File: src/rtl/byte_chain_scrambler.sv
module byte_chain_scrambler #(
  parameter logic [7:0] SEED_A = 8'h9b,
  parameter logic [7:0] SEED_B = 8'h54
) (
  input  logic       clk,
  input  logic       rst_n,
  input  logic       dir,
  input  logic       in_sof,
  input  logic       in_valid,
  output logic       in_ready,
  input  logic [7:0] in_data,
  output logic       out_valid,
  input  logic       out_ready,
  output logic [7:0] out_data
);
  logic [7:0] chain_a, chain_b;
  logic [7:0] cur_a, cur_b;
  logic [7:0] s1, s2, u1, u2;
  logic       take;

  assign in_ready = !out_valid || out_ready;
  assign take     = in_valid && in_ready;
  assign cur_a    = in_sof ? SEED_A : chain_a;
  assign cur_b    = in_sof ? SEED_B : chain_b;

  always_comb begin
    s1 = (((in_data ^ cur_b ^ 8'h2b) - 8'h05) ^ 8'h35) - 8'h39;
    s2 = (((s1 ^ cur_a ^ 8'h5a) - 8'hb0) ^ 8'h38) - 8'h45;
    u1 = ((((in_data + 8'h45) ^ 8'h38) + 8'hb0) ^ 8'h5a) ^ cur_a;
    u2 = ((((u1 + 8'h39) ^ 8'h35) + 8'h05) ^ 8'h2b) ^ cur_b;
  end

  always_ff @(posedge clk) begin
    if (!rst_n) begin
      out_valid <= 1'b0;
      out_data  <= 8'h00;
      chain_a   <= SEED_A;
      chain_b   <= SEED_B;
    end else if (take) begin
      out_valid <= 1'b1;
      if (dir) begin
        out_data <= u2;
        chain_a  <= u2;
        chain_b  <= in_data;
      end else begin
        out_data <= s2;
        chain_a  <= in_data;
        chain_b  <= s2;
      end
    end else if (out_ready) begin
      out_valid <= 1'b0;
    end
  end
endmodule

File: config.mk
export PLATFORM = sky130hd
export DESIGN_NAME = byte_chain_scrambler
export DESIGN_NICKNAME = d
export VERILOG_FILES = /design/src/rtl/byte_chain_scrambler.sv
export SDC_FILE = /design/constraint.sdc
export NUM_CORES = 1
export LEC_CHECK = 0
export BUFFER_PORTS_ARGS = -buffer_cell sky130_fd_sc_hd__buf_2
export CAP_MARGIN = 20
export CORE_UTILIZATION = 30
export CTS_BUF_LIST = sky130_fd_sc_hd__clkbuf_8
export CTS_CLUSTER_DIAMETER = 50
export CTS_CLUSTER_SIZE = 16
export DETAILED_ROUTE_END_ITERATION = 10
export PLACE_DENSITY = 0.45
export SYNTH_ARGS = -nofsm -noshare
export SYNTH_HDL_FRONTEND = slang
export SYNTH_SLANG_ARGS = --single-unit
File: constraint.sdc
create_clock -name clk -period 4.45 [get_ports clk]
set_input_delay 0.2225 -clock clk [delete_from_list [all_inputs] [get_ports clk]]
set_output_delay 0.2225 -clock clk [all_outputs]
set_load 0.01 [all_outputs]
==> results.tsv <==
metric	value	unit
p_per_area	366.5	nW/µm²
fin_crit	3.840	ns
cts_hold_buffers	0	
ys_seq_elements	25	
ff2ff_path_depth	12	
yosys.area.top_type	dfxtp_1	
coreArea	7888	µm²
cp.arrival	4.03	ns
p_total	993.6	µW
combPwrFrac	57.6	%
synthAdderAreaFrac	3.008	%
cts_tree	built	
cts_resized	0	
setup_violations	0	
run_status	completed	
rsz0062_at_grt	no	
fin_util	34.38	%
avgViaCountPerCell	5.161	
synthFlopType	dfxtp_1	
peakVddDrop	145.3	µV
crit_type	register to register	
rrSetupSlack	0.61	ns
fin_nets	334	
synthMuxAreaShare	1.704	%
placed_area	2666	µm²
grt_pass1_wl	10510	µm
maxCapViolations	0	
synth_top_cell_area_share	20.05	%
gp_congestion	0.7805	
async_flop_share	0	%
hp-class	primary input to register	
clock_skew	0.002568	ns
worstPathMaxFanout	8	
endpoint_kind	register	
tightest_slew	0.8053	ns
relSlewSlack	46.18	%
synth_top_family_by_area	XOR/XNOR gates	
clock_sinks	25	
r2r_start	chain_b[1]$_SDFFE_PN0P_	
antenna_found_initial	0	
fin_crit_sh	86.29	%
die-area	8689	µm²
syn_nets	324	
ys_types	60	
crit_start	chain_b[1]$_SDFFE_PN0P_	
endpoint	chain_b[7]$_SDFFE_PN0P_	
area_growth	8.622	%
drt-total-wl	6421	µm
wl_per_cell	15.47	µm
dp.cells	411	
final_common_cell	xnor2_1	
numCtsBuffers	3	
hold_violations	0	
postCtsSetupBuffers	0	
clock_latency	0.28	ns
clock_power_share	14.3	%
antenna_cells	0	
die_y	93.22	µm
tns	0	ns
seqPwrFrac	28.1	%
dr.pass1.iters	4	
layoutNonFillerInstCount	415	
power.leakage	1.052	nW
grtUsageTotal	15.55	%
synthXorXnorAreaFrac	26.97	%
root_buffer	clkbuf_8	
synth_area_leaders	dfxtp_1, xnor2_1, xor2_1, xnor3_1, nand2_1	
drt_iter0_markers	100	
start_kind	register	
grt_max_degree	29	
postRouteAntennaNets	0	
cts.reportedPaths.clkPinSlew	0.09	ns
synthSimpleGateAreaFrac	20.45	%
layout-drive-gt1-share	13.10	%
ys.warnings.count	0	
netlist_area	2496	µm²
drcViolationCount	0	
cts_buffer_depth	2	
fin_area	2711	µm²
die_w	93.22	µm
num_vias	2142	
switchingPower	421.0	µW
finalMaxSlewViolations	0	
synth_compound_area_share	23.71	%
max_freq	260.4	MHz
grt_overflow	0	
intPower	572.6	µW
most-common-layout-cells	xnor2_1, nand2_1, nor2_1, dfxtp_1, buf_2	
synth_edf_count	0	
grt_pass1_vias	2053	
synth.avg_cell_area	8.211	µm²
io_pins	24	
sw_frac_of_total	42.37	%
ys_seq_area_share	20.05	%
place_hpwl	4925	µm
required	4.64	ns
syn-instance-count	304	
htree_levels	1	
rows	32	
io_buffers	23	
start_util	31.65	%
rr_endpoint	chain_b[7]$_SDFFE_PN0P_	
-- per-stage QoR --
| step | hold WS [ns] | worst slack [ns] |
|---|---|---|
| after floorplan | 0.3614 | 0.9548 |
| final | 0.1920 | 0.6101 |
| after global routing | 0.2402 | 0.3441 |
| after global placement | 0.4460 | 0.6953 |
| after detailed placement | 0.4465 | 0.6466 |
| after CTS | 0.1907 | 0.6354 |
-- state kept, by name (all words and copies together) (netlist names) --
name and count:
chain_a 8, chain_b 8, out_data 8, out_valid 1
-- Yosys cell counts (all sizes together) (3+ instances only) --
master	count
xnor2	32
dfxtp	25
nand2	25
nor2	25
xor2	23
o21ai	20
a21oi	18
clkbuf	12
nor2b	9
buf	7
nand2b	7
o211ai	7
ha	6
inv	6
nor3	6
a211oi	5
and2	5
xnor3	5
a31oi	4
nand3	4
nor3b	4
o22ai	4
a21boi	3
a22oi	3
nor4b	3
o31ai	3
xor3	3
-- routing by layer --
metal  wire length (µm)  up-vias  part of all wire (%)  global-route usage [%]
met1               3414     1010                    53                   23.23
met4                 64        0                   1.0                   3.846
li1                   -     1100                     -                       -
met5                  0        -                     0                       0
met3                142        5                   2.2                   1.301
met2               2800       27                    44                   23.90
-- critical path, cell delays in order, from the launching register on --
cell	delay, ns
dfxtp_1	0.45
nand2b_4	0.09
xnor2_1	0.41
ha_1	0.43
o21ai_0	0.13
a221oi_1	0.26
o21ai_1	0.16
xor2_1	0.32
nor3b_1	0.27
xnor2_1	0.20
mux2_1	0.38
xnor3_1	0.39
o311ai_2	0.25
-- worst min path at each step --
| stage | start | endpoint | slack (ns) | cells past startpoint |
|---|---|---|---|---|
| after global placement | chain_b[5]$_SDFFE_PN0P_ | chain_b[5]$_SDFFE_PN0P_ | 0.45 | 2 |
| final | in_valid | out_valid$_SDFFE_PN0P_ | 0.19 | 3 |
| after detailed placement | chain_b[5]$_SDFFE_PN0P_ | chain_b[5]$_SDFFE_PN0P_ | 0.45 | 2 |
| after floorplan | in_valid | out_valid$_SDFFE_PN0P_ | 0.36 | 2 |
| after CTS | in_valid | out_valid$_SDFFE_PN0P_ | 0.19 | 3 |
| after global routing | in_valid | out_valid$_SDFFE_PN0P_ | 0.24 | 3 |
-- power by group through the flow --
stage               logic [mW]  registers [mW]  clock network [mW]
floorplan                0.454           0.283                   0
global placement         0.577           0.284                   0
detailed placement       0.569           0.284                   0
CTS                      0.574           0.279               0.148
global route             0.633           0.283               0.154
finish                   0.573           0.279               0.142
-- cells by family after synthesis --
logic type      Yosys count
simple gates             97
compound gates           84
xor+xnor                 63
buf+inv                  25
flops                    25
fa+ha+maj                 6
mux                       4
-- final cells by class --
type	instances	area (µm²)
flip-flops and latches	25	500.5
fillers	817	5176
multi-input cells	254	1893
repair buffers	24	122.6
clock inverters	1	3.754
clock buffers	3	41.29
inverters	6	22.52
well taps	102	127.6
(Power assumes the default switching activity.)
